File: src/rtl/ctx_pkg.sv
package ctx_pkg;
  typedef enum logic {
    BANK0 = 1'b0,
    BANK1 = 1'b1
  } bank_e;

  typedef struct packed {
    logic  valid;
    bank_e bank;
    logic  last;
  } dma_ctl_t;

  function automatic bank_e bank_other(bank_e b);
    return (b == BANK0) ? BANK1 : BANK0;
  endfunction
endpackage

File: src/rtl/ctx_bank.sv
module ctx_bank #(
  parameter int CTX_W = 16,
  parameter int DEPTH = 16,
  localparam int AW = $clog2(DEPTH)
) (
  input  logic             clk_i,
  input  logic             we_i,
  input  logic [AW-1:0]    waddr_i,
  input  logic [CTX_W-1:0] wdata_i,
  input  logic [AW-1:0]    raddr_i,
  output logic [CTX_W-1:0] rdata_o
);
  logic [CTX_W-1:0] mem_q [DEPTH];

  always_ff @(posedge clk_i) begin
    if (we_i) mem_q[waddr_i] <= wdata_i;
  end

  assign rdata_o = mem_q[raddr_i];
endmodule

File: src/rtl/ctx_bank_ctrl.sv
module ctx_bank_ctrl
  import ctx_pkg::*;
(
  input  logic       clk_i,
  input  logic       rst_ni,
  input  dma_ctl_t   dma_i,
  input  logic       swap_i,
  input  logic       busy_i,
  output logic [1:0] we_o,
  output logic       active_o,
  output logic [1:0] ready_o,
  output logic       err_o
);
  bank_e      active_q;
  logic [1:0] ready_q;
  logic       err_q;
  logic       hit_active, accept, swap_ok;
  bank_e      other;

  assign other      = bank_other(active_q);
  assign hit_active = dma_i.valid && (dma_i.bank == active_q);
  assign accept     = dma_i.valid && (dma_i.bank != active_q);
  assign swap_ok    = swap_i && !busy_i && ready_q[other];

  always_comb begin
    we_o = 2'b00;
    if (accept) we_o[dma_i.bank] = 1'b1;
  end

  always_ff @(posedge clk_i or negedge rst_ni) begin
    if (!rst_ni) begin
      active_q <= BANK0;
      ready_q  <= 2'b00;
      err_q    <= 1'b0;
    end else begin
      err_q <= hit_active;
      if (swap_ok) begin
        // swap wins over a same-cycle last beat
        active_q <= other;
        ready_q  <= 2'b00;
      end else if (accept && dma_i.last) begin
        ready_q[dma_i.bank] <= 1'b1;
      end
    end
  end

  assign active_o = active_q;
  assign ready_o  = ready_q;
  assign err_o    = err_q;
endmodule

File: src/rtl/ctx_seq.sv
module ctx_seq #(
  parameter int DEPTH = 16,
  localparam int AW = $clog2(DEPTH),
  localparam int LW = $clog2(DEPTH + 1)
) (
  input  logic          clk_i,
  input  logic          rst_ni,
  input  logic          len_we_i,
  input  logic [LW-1:0] len_i,
  input  logic          start_i,
  input  logic          step_i,
  output logic          busy_o,
  output logic [AW-1:0] ptr_o
);
  localparam logic [LW-1:0] MaxLen = LW'(DEPTH);

  logic [LW-1:0] len_q, run_q;
  logic [AW-1:0] ptr_q;
  logic          busy_q;
  logic          start_ok, adv, at_end;

  assign start_ok = start_i && !busy_q && (len_q != '0);
  assign adv      = busy_q && step_i;
  assign at_end   = (LW'(ptr_q) + LW'(1)) == run_q;

  always_ff @(posedge clk_i or negedge rst_ni) begin
    if (!rst_ni) begin
      len_q  <= '0;
      run_q  <= '0;
      ptr_q  <= '0;
      busy_q <= 1'b0;
    end else begin
      if (len_we_i) len_q <= len_i;
      if (start_ok) begin
        busy_q <= 1'b1;
        ptr_q  <= '0;
        run_q  <= (len_q > MaxLen) ? MaxLen : len_q;
      end else if (adv) begin
        if (at_end) begin
          busy_q <= 1'b0;
          ptr_q  <= '0;
        end else begin
          ptr_q <= ptr_q + AW'(1);
        end
      end
    end
  end

  assign busy_o = busy_q;
  assign ptr_o  = ptr_q;
endmodule

File: src/rtl/ctx_pingpong.sv
module ctx_pingpong
  import ctx_pkg::*;
#(
  parameter int CTX_W = 16,
  parameter int DEPTH = 16,
  parameter int CELLS = 64,
  localparam int AW = $clog2(DEPTH),
  localparam int LW = $clog2(DEPTH + 1)
) (
  input  logic                   clk_i,
  input  logic                   rst_ni,
  input  logic                   dma_valid_i,
  input  logic                   dma_bank_i,
  input  logic [AW-1:0]          dma_addr_i,
  input  logic [CTX_W-1:0]       dma_data_i,
  input  logic                   dma_last_i,
  output logic                   dma_err_o,
  input  logic                   len_we_i,
  input  logic [LW-1:0]          len_i,
  input  logic                   start_i,
  input  logic                   step_i,
  input  logic                   swap_i,
  output logic                   active_o,
  output logic [1:0]             ready_o,
  output logic                   busy_o,
  output logic                   ctx_valid_o,
  output logic [CELLS*CTX_W-1:0] ctx_o
);
  dma_ctl_t         dma_ctl;
  logic [1:0]       bank_we;
  logic [AW-1:0]    ptr;
  logic             busy;
  logic             active;
  logic [CTX_W-1:0] rdata [2];
  logic [CTX_W-1:0] ctx_word;

  assign dma_ctl = '{valid: dma_valid_i, bank: bank_e'(dma_bank_i), last: dma_last_i};

  ctx_bank_ctrl i_ctrl (
    .clk_i    (clk_i),
    .rst_ni   (rst_ni),
    .dma_i    (dma_ctl),
    .swap_i   (swap_i),
    .busy_i   (busy),
    .we_o     (bank_we),
    .active_o (active),
    .ready_o  (ready_o),
    .err_o    (dma_err_o)
  );

  ctx_seq #(.DEPTH(DEPTH)) i_seq (
    .clk_i    (clk_i),
    .rst_ni   (rst_ni),
    .len_we_i (len_we_i),
    .len_i    (len_i),
    .start_i  (start_i),
    .step_i   (step_i),
    .busy_o   (busy),
    .ptr_o    (ptr)
  );

  for (genvar b = 0; b < 2; b++) begin : g_bank
    ctx_bank #(.CTX_W(CTX_W), .DEPTH(DEPTH)) i_bank (
      .clk_i   (clk_i),
      .we_i    (bank_we[b]),
      .waddr_i (dma_addr_i),
      .wdata_i (dma_data_i),
      .raddr_i (ptr),
      .rdata_o (rdata[b])
    );
  end

  assign ctx_word = busy ? rdata[active] : '0;

  for (genvar c = 0; c < CELLS; c++) begin : g_cell
    assign ctx_o[c*CTX_W +: CTX_W] = ctx_word;
  end

  assign active_o    = active;
  assign busy_o      = busy;
  assign ctx_valid_o = busy;
endmodule

File: config.mk
export PLATFORM = sky130hd
export DESIGN_NAME = ctx_pingpong
export DESIGN_NICKNAME = d
export VERILOG_FILES = /design/src/rtl/ctx_pkg.sv /design/src/rtl/ctx_bank.sv /design/src/rtl/ctx_bank_ctrl.sv /design/src/rtl/ctx_seq.sv /design/src/rtl/ctx_pingpong.sv
export SDC_FILE = /design/constraint.sdc
export NUM_CORES = 1
export LEC_CHECK = 0
export BUFFER_PORTS_ARGS = -buffer_cell sky130_fd_sc_hd__buf_2
export CAP_MARGIN = 15
export CORE_AREA = 10 10 402 404
export CTS_BUF_LIST = sky130_fd_sc_hd__clkbuf_8 sky130_fd_sc_hd__clkbuf_16
export DETAILED_ROUTE_END_ITERATION = 10
export DIE_AREA = 0 0 412 414
export GPL_ROUTABILITY_DRIVEN = 0
export HOLD_SLACK_MARGIN = 0.03
export PLACE_DENSITY = 0.39
export SYNTH_ARGS = -nofsm -noshare
export SYNTH_HDL_FRONTEND = slang
export SYNTH_SLANG_ARGS = --single-unit
File: constraint.sdc
create_clock -name clk_i -period 8.1 [get_ports clk_i]
set_clock_uncertainty 0.2 [all_clocks]
set_input_delay 1.215 -clock clk_i [delete_from_list [all_inputs] [get_ports clk_i]]
set_output_delay 1.215 -clock clk_i [all_outputs]
set_load 0.05 [all_outputs]
==> metrics.md, run 1 <==
| Metric | Value |
|---|---|
| Status | `finished clean` |
| WHS Path Cells | `2` |
| CTS resizes | `0` |
| Worst slew margin | `0.316` |
| Vias in the first global route | `13800` |
| Synth top area share | `0.543` |
| Die area | `0.171 sq mm` |
| Global route overflow | `0` |
| Clock latency on the worst-skew pair | `0.66 ns` |
| Syn Nets | `1998` |
| Reg2reg path depth | `5` |
| Initial antenna violation count | `23` |
| Row count | `144` |
| CTS Buf Count | `58` |
| CTS tree | `yes` |
| Final Net Count | `2113` |
| RR Startpoint | `i_ctrl.active_o` |
| Simple-gate portion of the synthesized area | `0.0237` |
| Initial DRC count | `889` |
| DR WL/cell | `19.2 um` |
| Adder-Cell Fraction of Synth Area | `0.000442` |
| Hold EP | `i_seq.run_q[1]` |
| #FFs+latches synth | `531` |
| Final Hold Viols | `0` |
| Number of synthesized flops with an enable pin | `512` |
| Core area | `0.153 sq mm` |
| Commonest non-fill, non-tap cell in the layout | `buf_2` |
| Clock slew at reported path FFs | `0.06 ns` |
| Final HPWL DP | `54.9 mm` |
| Min Tclk post-route | `5.52 ns` |
| WS Path Type | `flip-flop to output port` |
| Post-Syn Area per Cell | `14.4 sq um` |
| Placed Area | `0.0289 sq mm` |
| Most frequent cells in the layout | `buf_2 (1063), edfxtp_1 (512), mux4_2 (81)` |
| CP endpoint kind | `output port` |
| R2R Setup Slk | `4.78 ns` |
| CTS root buffer | `clkbuf_16` |
| Clock sinks | `531` |
| Mux contribution to synthesized area | `0.107` |
| I/O Pins | `1064` |
| RSZ-0062 raised after global routing | `false` |
| Area leader, netlist | `edfxtp_1` |
| Setup Buffers After CTS | `0` |
| Setup Viol. Count Final | `0` |
| First-pass GRT wire length | `110 mm` |
| Die Wd | `412 um` |
| Final WL | `80.1 mm` |
| Post-Syn Area | `0.0283 sq mm` |
| Post-Layout Inst Area | `0.0309 sq mm` |
| Worst Hold Class | `flip-flop to flip-flop` |
| Die height | `414 um` |
| Largest net degree at the start of global routing | `72` |
| Drt via density | `3.37` |
| Mapped Cells | `1963` |
| Area Overhead vs Synth | `9.08%` |
| Compound-Gate Fraction of Synth Area | `0.0250` |
| Max Slew Vio Count | `0` |
| Xor-xnor portion of the synthesized cell area | `0.00186` |
| Longest Clk Path Bufs | `3` |
| Slew @ Worst Pin | `1.03 ns` |
| Max Cap Viol | `0` |
| Critical Path RT | `6.68 ns` |
| I/O Buffers | `1063` |
| DRC | `0` |
| Worst hold path startpoint | `i_seq.run_q[1]` |
| Antenna-violating nets left | `0` |
| Worst EP arrival | `4.11 ns` |
| Core Util, Final | `0.201` |
| Share of layout cells above drive strength 1 | `0.635` |
| Asr flop ratio synth | `0.0358` |
| Largest family of logic cells by synthesized area | `buffers and inverters` |
| Ys flop type | `edfxtp_1` |
| GRT Overall Usage | `0.0858` |
| Final cycle utilization of the critical path | `0.682` |
| DR vias | `14100` |
| FILL cells | `16300` |
| Worst flop-to-flop path endpoint | `g_bank[0].i_bank.mem_q[3][0]` |
| Syn. warnings | `0` |
| Sum Neg Setup Slack | `0 ns` |
| Drt pass-1 iters | `7` |
| Synth cell types | `47` |
| Worst-path fanout max | `64` |
| Cells taking the most area after synthesis | `edfxtp_1 (54%), buf_4 (27%), mux4_2 (6.4%), mux4_1 (3.0%), dfrtp_1 (1.7%)` |
| CTS hold repair buffers | `0` |
| Initial Utilization | `0.185` |
| Sequential share of the synthesized area | `0.560` |
| Crit start category | `flip-flop` |
| H-tree Lvls | `2` |
| Peak Freq | `181 MHz` |
[Yosys cell counts, drive strengths merged, types with 2 or more instances]
cell	number
a21oi	5
a22oi	16
a31oi	2
and2	2
buf	1049
clkbuf	11
dfrtp	19
edfxtp	512
inv	3
mux2	6
mux2i	30
mux4	113
nand2	22
nand2b	5
nand3	7
nand3b	9
nor2	31
nor2b	3
nor3	10
nor4	16
o211ai	16
o21ai	8
o22ai	47
or3	3
xnor2	4
xor2	2
[layer usage]
metal | wire length, um | up-vias | track usage
met2 | 39200 | 479 | 0.146
met5 | 193 | - | 0
li1 | - | 6337 | -
met1 | 33100 | 7095 | 0.109
met3 | 6510 | 112 | 0.0242
met4 | 1060 | 30 | 0.0139
[sequential cells by signal, summed over array words and instances, names as in the netlist]
register,count
i_ctrl.active_o,1
i_ctrl.ready_o,2
i_seq.run_q,5
i_seq.ptr_o,4
i_seq.len_q,5
i_ctrl.err_o,1
i_seq.busy_o,1
g_bank.i_bank.mem_q,512
[worst max-delay path: stages (launching register included)]
cell     delay, ns
dfrtp_1       0.79
or3_1         0.89
o22ai_1       0.49
nor4_4        0.43
buf_4         0.45
buf_2         0.37
[final cells by class]
class                   instances  area (sq um)  area share
repair buffers               1115          5750       0.186
inverters                       3          11.3    0.000365
clock inverters                51           450      0.0146
well taps                    2044          2560      0.0829
multi-input cells             369          4760       0.154
diodes                          3          7.51    0.000243
flip-flops and latches        531         15900       0.514
clock buffers                  59          1470      0.0475
[logic make-up (layout without fill, tap and decap cells)]
logic type / after synthesis / in the layout
buffers and inverters: 1063 / 1228
xor gates and xnor gates: 6 / 6
and+or+nand+nor: 113 / 113
muxes: 149 / 149
AOI/OAI and AO/OA: 100 / 100
DFF: 531 / 531
other: 0 / 3
adders and majority gates: 1 / 1
[through the flow]
stage	setup WS, ns	instances	hold WS [ns]
finish	2.58	4175	0.302
global placement	3.19	4062	0.287
CTS	2.51	4172	0.302
floorplan	1.15	1963	0.258
detailed placement	3.18	4062	0.291
global route	2.35	4173	0.330
[worst max-delay path by stage]
stage	slack [ns]	start	endpoint
global placement	3.19	i_seq.ptr_o[1]	ctx_o[11]
detailed placement	3.18	i_seq.ptr_o[1]	ctx_o[11]
CTS	2.51	i_seq.ptr_o[1]	ctx_o[11]
global route	2.35	i_seq.ptr_o[1]	ctx_o[394]
floorplan	1.15	i_ctrl.active_o	ctx_o[1011]
finish	2.58	i_seq.ptr_o[3]	ctx_o[147]
Power of run 1 is left out: the tool's default activity adds up to more than one toggle a clock period on the data nets, which glitch-free logic cannot reach.
==> inputs of run 2 (changes only) <==
--- a/config.mk
+++ b/config.mk
@@ -13,7 +13,7 @@
 export DIE_AREA = 0 0 412 414
 export GPL_ROUTABILITY_DRIVEN = 0
 export HOLD_SLACK_MARGIN = 0.03
-export PLACE_DENSITY = 0.39
+export PLACE_DENSITY = 0.4
 export SYNTH_ARGS = -nofsm -noshare
 export SYNTH_HDL_FRONTEND = slang
 export SYNTH_SLANG_ARGS = --single-unit
==> constraint.sdc (replaced) <==
create_clock -name clk_i -period 4.6 [get_ports clk_i]
set_clock_uncertainty 0.2 [all_clocks]
set_input_delay 0.69 -clock clk_i [delete_from_list [all_inputs] [get_ports clk_i]]
set_output_delay 0.69 -clock clk_i [all_outputs]
set_load 0.05 [all_outputs]
==> metrics.md, run 2 (synthesized netlist as in run 1, its figures left out) <==
| Metric | Value |
|---|---|
| Status | `finished clean` |
| RSZ-0062 raised after global routing | `false` |
| Clock sinks | `531 (unchanged)` |
| FILL cells | `16300 (+0.41%)` |
| Final HPWL DP | `54.2 mm (-1.3%)` |
| R2R Setup Slk | `1.29 ns (-3.49 ns)` |
| Final Net Count | `2139 (+1.2%)` |
| Max Slew Vio Count | `0 (unchanged)` |
| H-tree Lvls | `2 (unchanged)` |
| CTS tree | `yes` |
| Share of layout cells above drive strength 1 | `0.640 (+0.00534)` |
| Max Cap Viol | `0 (unchanged)` |
| Number of instances in the placed design | `4079 (+0.42%)` |
| Final Hold Viols | `0 (unchanged)` |
| Drt via density | `3.31 (-1.6%)` |
| CTS Buf Count | `60 (+3.4%)` |
| CTS root buffer | `clkbuf_16` |
| CP endpoint kind | `output port` |
| Die area | `0.171 sq mm (unchanged)` |
| Largest net degree at the start of global routing | `65 (-9.7%)` |
| Critical Path RT | `3.71 ns (-2.97 ns)` |
| Vias in the first global route | `14000 (+1.7%)` |
| Commonest non-fill, non-tap cell in the layout | `buf_2` |
| Row count | `144 (unchanged)` |
| Crit start category | `flip-flop` |
| RR Startpoint | `i_ctrl.active_o` |
| Setup Viol. Count Final | `0 (unchanged)` |
| Die height | `414 um (unchanged)` |
| Initial DRC count | `735 (-17%)` |
| WHS Path Cells | `2 (unchanged)` |
| DR vias | `13900 (-1.1%)` |
| Worst Hold Class | `input port to flip-flop` |
| Longest Clk Path Bufs | `3 (unchanged)` |
| GRT Overall Usage | `0.0818 (-0.00391)` |
| Most frequent cells in the layout | `buf_2 (1063), edfxtp_1 (512), mux4_2 (81)` |
| Reg2reg path depth | `5 (unchanged)` |
| Clock latency on the worst-skew pair | `0.67 ns (about the same)` |
| Worst EP arrival | `3.45 ns (-0.66 ns)` |
| Top Registers | `g_bank.i_bank.mem_q: 512 flops, i_seq.len_q: 5 flops, i_seq.run_q: 5 flops` |
| I/O Pins | `1064 (unchanged)` |
| Worst-path fanout max | `64 (unchanged)` |
| Peak Freq | `230 MHz` |
| Worst flop-to-flop path endpoint | `g_bank[0].i_bank.mem_q[7][9]` |
| DRC | `0 (unchanged)` |
| Clock slew at reported path FFs | `0.06 ns (about the same)` |
| First-pass GRT wire length | `106 mm (-3.3%)` |
| Footprint of the multi-input gates | `0.00474 sq mm (-0.42%)` |
| Top reg by flops | `g_bank.i_bank.mem_q` |
| Final WL | `76.4 mm (-4.6%)` |
| Slew @ Worst Pin | `0.829 ns (-0.197 ns)` |
| Initial Utilization | `0.185 (unchanged)` |
| DR WL/cell | `18.2 um (-5.1%)` |
| Worst hold path startpoint | `len_i[2]` |
| Post-route insts no fill | `4199 (+0.57%)` |
| Core Util, Final | `0.205 (+0.00331)` |
| Final cycle utilization of the critical path | `0.944` |
| Hold EP | `i_seq.len_q[2]` |
| Global route overflow | `0 (unchanged)` |
| Core area | `0.153 sq mm (unchanged)` |
| Min Tclk post-route | `4.34 ns` |
| Initial antenna violation count | `6 (-74%)` |
| Largest register FFs | `512 (unchanged)` |
| Register area | `0.0159 sq mm (about the same)` |
| Antenna-violating nets left | `0 (unchanged)` |
| WS Path Type | `flip-flop to output port` |
| Drt pass-1 iters | `5 (-2)` |
| Area Overhead vs Synth | `10.9%` |
| Worst slew margin | `0.444 (+0.128)` |
| I/O Buffers | `1063 (unchanged)` |
| Die Wd | `412 um (unchanged)` |
run 2: changes by cell type in the layout (fill, tap and decap cells not counted), sizes merged:
cell         change
clkbuf          +10
inv              +3
diode            -2
buf             +22
clkinvlp         -4
dlygate4sd3      +2
bufinv           +2
clkinv           -9
run 2: worst max path at each step:
stage | startpoint | endpoint | slack (ns) | depth (start not counted)
2_1_floorplan | i_seq.ptr_o[0] | ctx_o[1005] | -0.01 | 7
4_1_cts | i_ctrl.active_o | ctx_o[845] | 0.06 | 7
3_3_place_gp | i_ctrl.active_o | ctx_o[1015] | 0.49 | 6
6_report | i_seq.ptr_o[0] | ctx_o[54] | 0.26 | 6
3_5_place_dp | i_ctrl.active_o | ctx_o[823] | 0.51 | 6
5_1_grt | i_ctrl.active_o | ctx_o[813] | 0.05 | 8
run 2: what timing repair did:
action,in CTS,in global routing
endpoints found under the hold margin,20,0
setup buffers,5,0
pin swaps,1,0
gates cloned,0,0
hold buffers,2,0
endpoints found under the setup margin,130,72
gates resized for setup,0,3
run 2: layer usage:
metal,GRT usage,vias to the layer above,wire length (um)
li1,-,6372,-
met1,0.102,6912,30800
met2,0.144,544,38300
met3,0.0191,73,6220
met4,0.0149,4,981
met5,0,-,27
run 2: cell type report:
type                       count  share of cell area
sequential                   531               0.506
clock inverter                43              0.0148
antenna                        1           0.0000798
inverter                       3            0.000359
tap                         2044              0.0815
multi-input combinational    369               0.151
timing repair buffer        1139               0.195
clock buffer                  69              0.0518
run 2: per-stage QoR:
stage / hold slack, ns / TNS (ns) / worst slack, ns / area [sq um]
6_report: 0.0855 / 0 / 0.259 / 31400
5_1_grt: 0.0615 / 0 / 0.0519 / 31400
4_1_cts: 0.0345 / 0 / 0.0628 / 31400
3_5_place_dp: 0.289 / 0 / 0.511 / 29200
3_3_place_gp: 0.292 / 0 / 0.488 / 29200
2_1_floorplan: 0.194 / -3.18 / -0.0110 / 28500
run 2: worst max-delay path, stage by stage (launching register included):
cell and delay (ns):
dfrtp_4 0.55, buf_12 0.28, mux4_1 0.62, o22ai_1 0.61, nor4_4 0.14, buf_12 0.20
buf_2 0.27
Power of run 2 is left out for the same reason.
==> inputs of run 3 (changes only) <==
==> constraint.sdc (replaced) <==
create_clock -name clk_i -period 4.6 [get_ports clk_i]
set_clock_uncertainty 0.2 [all_clocks]
set_input_delay 0.92 -clock clk_i [delete_from_list [all_inputs] [get_ports clk_i]]
set_output_delay 0.92 -clock clk_i [all_outputs]
set_load 0.05 [all_outputs]
==> metrics.md, run 3 (synthesized netlist as in run 1, its figures left out) <==
| Metric | Value |
|---|---|
| Worst-path fanout max | `66 (+3.1%)` |
| Reg2reg path depth | `5 (unchanged)` |
| Peak Freq | `224 MHz (-2.8%)` |
| Initial DRC count | `793 (+7.9%)` |
| Final Hold Viols | `0 (unchanged)` |
| Footprint of the multi-input gates | `0.00480 sq mm (+1.3%)` |
| Die height | `414 um (unchanged)` |
| CTS root buffer | `clkbuf_16` |
| Drt via density | `3.32 (+0.13%)` |
| Largest register FFs | `512 (unchanged)` |
| CTS tree | `yes` |
| Worst slew margin | `0.514 (+0.0696)` |
| Top Registers | `g_bank.i_bank.mem_q: 512 flops, i_seq.len_q: 5 flops, i_seq.run_q: 5 flops` |
| H-tree Lvls | `2 (unchanged)` |
| Worst Hold Class | `input port to asynchronous set/reset pin` |
| Top reg by flops | `g_bank.i_bank.mem_q` |
| Vias in the first global route | `14100 (+0.35%)` |
| Crit-path max cell delay | `0.64 ns (+0.02 ns)` |
| Die Wd | `412 um (unchanged)` |
| Final HPWL DP | `56.9 mm (+4.9%)` |
| DR WL/cell | `18.9 um (+3.8%)` |
| Worst path slowest cell | `dfrtp_4` |
| Max Slew Vio Count | `0 (unchanged)` |
| Clock latency on the worst-skew pair | `0.63 ns (-0.04 ns)` |
| Global route overflow | `0 (unchanged)` |
| GRT Overall Usage | `0.0851 (+0.00323)` |
| I/O Buffers | `1063 (unchanged)` |
| Status | `finished clean` |
| Antenna-violating nets left | `0 (unchanged)` |
| Critical Path RT | `3.48 ns (-0.23 ns)` |
| Most frequent cells in the layout | `buf_2 (1063), edfxtp_1 (512), mux4_2 (81)` |
| DR vias | `13900 (+0.27%)` |
| Register area | `0.0159 sq mm (about the same)` |
| Cell Chain, Critical Path | `buf_4, mux4_2, o22ai_1, nor4_4, buf_12, buf_2` |
| I/O Pins | `1064 (unchanged)` |
| Pre-CTS WS | `0.620 ns (+0.109 ns)` |
| Clock slew at reported path FFs | `0.06 ns (about the same)` |
| Initial Utilization | `0.185 (unchanged)` |
| Clock sinks | `531 (unchanged)` |
| DRC | `0 (unchanged)` |
| Setup Viol. Count Final | `0 (unchanged)` |
| Core area | `0.153 sq mm (unchanged)` |
| Final Net Count | `2147 (+0.37%)` |
| Die area | `0.171 sq mm (unchanged)` |
| CP endpoint kind | `output port` |
| Commonest non-fill, non-tap cell in the layout | `buf_2` |
| FILL cells | `16300 (-0.46%)` |
| Final WL | `79.4 mm (+3.9%)` |
| CTS Buf Count | `56 (-6.7%)` |
| Worst EP arrival | `3.35 ns (-0.10 ns)` |
| Slew @ Worst Pin | `0.730 ns (-0.0994 ns)` |
| Max Cap Viol | `0 (unchanged)` |
| Initial antenna violation count | `12 (+6)` |
| Share of layout cells above drive strength 1 | `0.643 (+0.00312)` |
| Area Overhead vs Synth | `10.3%` |
| Longest Clk Path Bufs | `3 (unchanged)` |
| Crit start category | `flip-flop` |
| WS Path Type | `flip-flop to output port` |
| Largest net degree at the start of global routing | `65 (unchanged)` |
| Min Tclk post-route | `4.47 ns (+0.125 ns)` |
| Worst setup margin | `0.134 ns (-0.125 ns)` |
| Row count | `144 (unchanged)` |
| First-pass GRT wire length | `110 mm (+3.4%)` |
| Drt pass-1 iters | `4 (-1)` |
| Final cycle utilization of the critical path | `0.971 (+0.0271)` |
| RSZ-0062 raised after global routing | `false` |
| CTS hold repair buffers | `0 (-2)` |
-- run 3: cell count changes in the layout (fill, tap and decap cells not counted), moves of 4 or more --
cell and change:
clkinv_1 +13, buf_4 +9, clkbuf_8 -9, o22ai_1 -8, o22ai_2 +8, bufinv_16 -6, inv_1 -6, diode_2 +4
-- run 3: path summary, 6_finish.rpt --
kind,from,endpoint,slack [ns]
setup / recovery,i_seq.ptr_o[0],ctx_o[933],0.13
hold / removal,rst_ni,i_ctrl.ready_o[0],0.12
setup reg to reg,i_ctrl.active_o,g_bank[0].i_bank.mem_q[9][15],1.52
hold reg to reg,i_seq.run_q[1],i_seq.run_q[1],0.31
max in group asynchronous,rst_ni,i_seq.ptr_o[0],3.59
min in group clk_i,i_seq.run_q[1],i_seq.run_q[1],0.31
-- run 3: critical path: cells and delay by family (launching register included) --
kind | cells | cell delay, ns
multiplexers | 1 | 0.54
flip-flops | 1 | 0.64
AO/OA/AOI/OAI | 1 | 0.57
buffers and inverters | 3 | 0.76
AND/OR/NAND/NOR | 1 | 0.13
-- run 3: layout make-up --
class / instances / share of cell area
sequential: 531 / 0.508
timing repair buffer: 1151 / 0.200
multi-input combinational: 369 / 0.154
tap: 2044 / 0.0819
clock buffer: 57 / 0.0457
clock inverter: 45 / 0.00950
antenna: 5 / 0.000401
inverter: 3 / 0.000361
-- run 3: repair_timing --
| item | in CTS | in global routing |
|---|---|---|
| setup buffers | 0 | 1 |
| gates resized for setup | 4 | 8 |
| setup endpoints to repair | 139 | 638 |
-- run 3: per-stage QoR --
stage | utilization | hold slack [ns] | cells | setup TNS (ns) | cell area, sq um
2_1_floorplan | - | 0.258 | 1963 | -216.51 | 28500
3_3_place_gp | 0.192 | 0.289 | 4097 | 0 | 29400
3_5_place_dp | 0.192 | 0.295 | 4097 | 0 | 29400
4_1_cts | 0.203 | 0.0932 | 4199 | 0 | 31100
5_1_grt | 0.204 | 0.121 | 4200 | 0 | 31200
6_report | 0.204 | 0.119 | 4205 | 0 | 31200
-- run 3: metal layers --
layer | vias to the layer above | track usage | wire [um]
met3 | 79 | 0.0230 | 6280
met4 | 6 | 0.0133 | 962
met5 | - | 0 | 41
li1 | 6396 | - | -
met1 | 6992 | 0.104 | 32600
met2 | 470 | 0.150 | 39500
Power of run 3 is left out for the same reason.
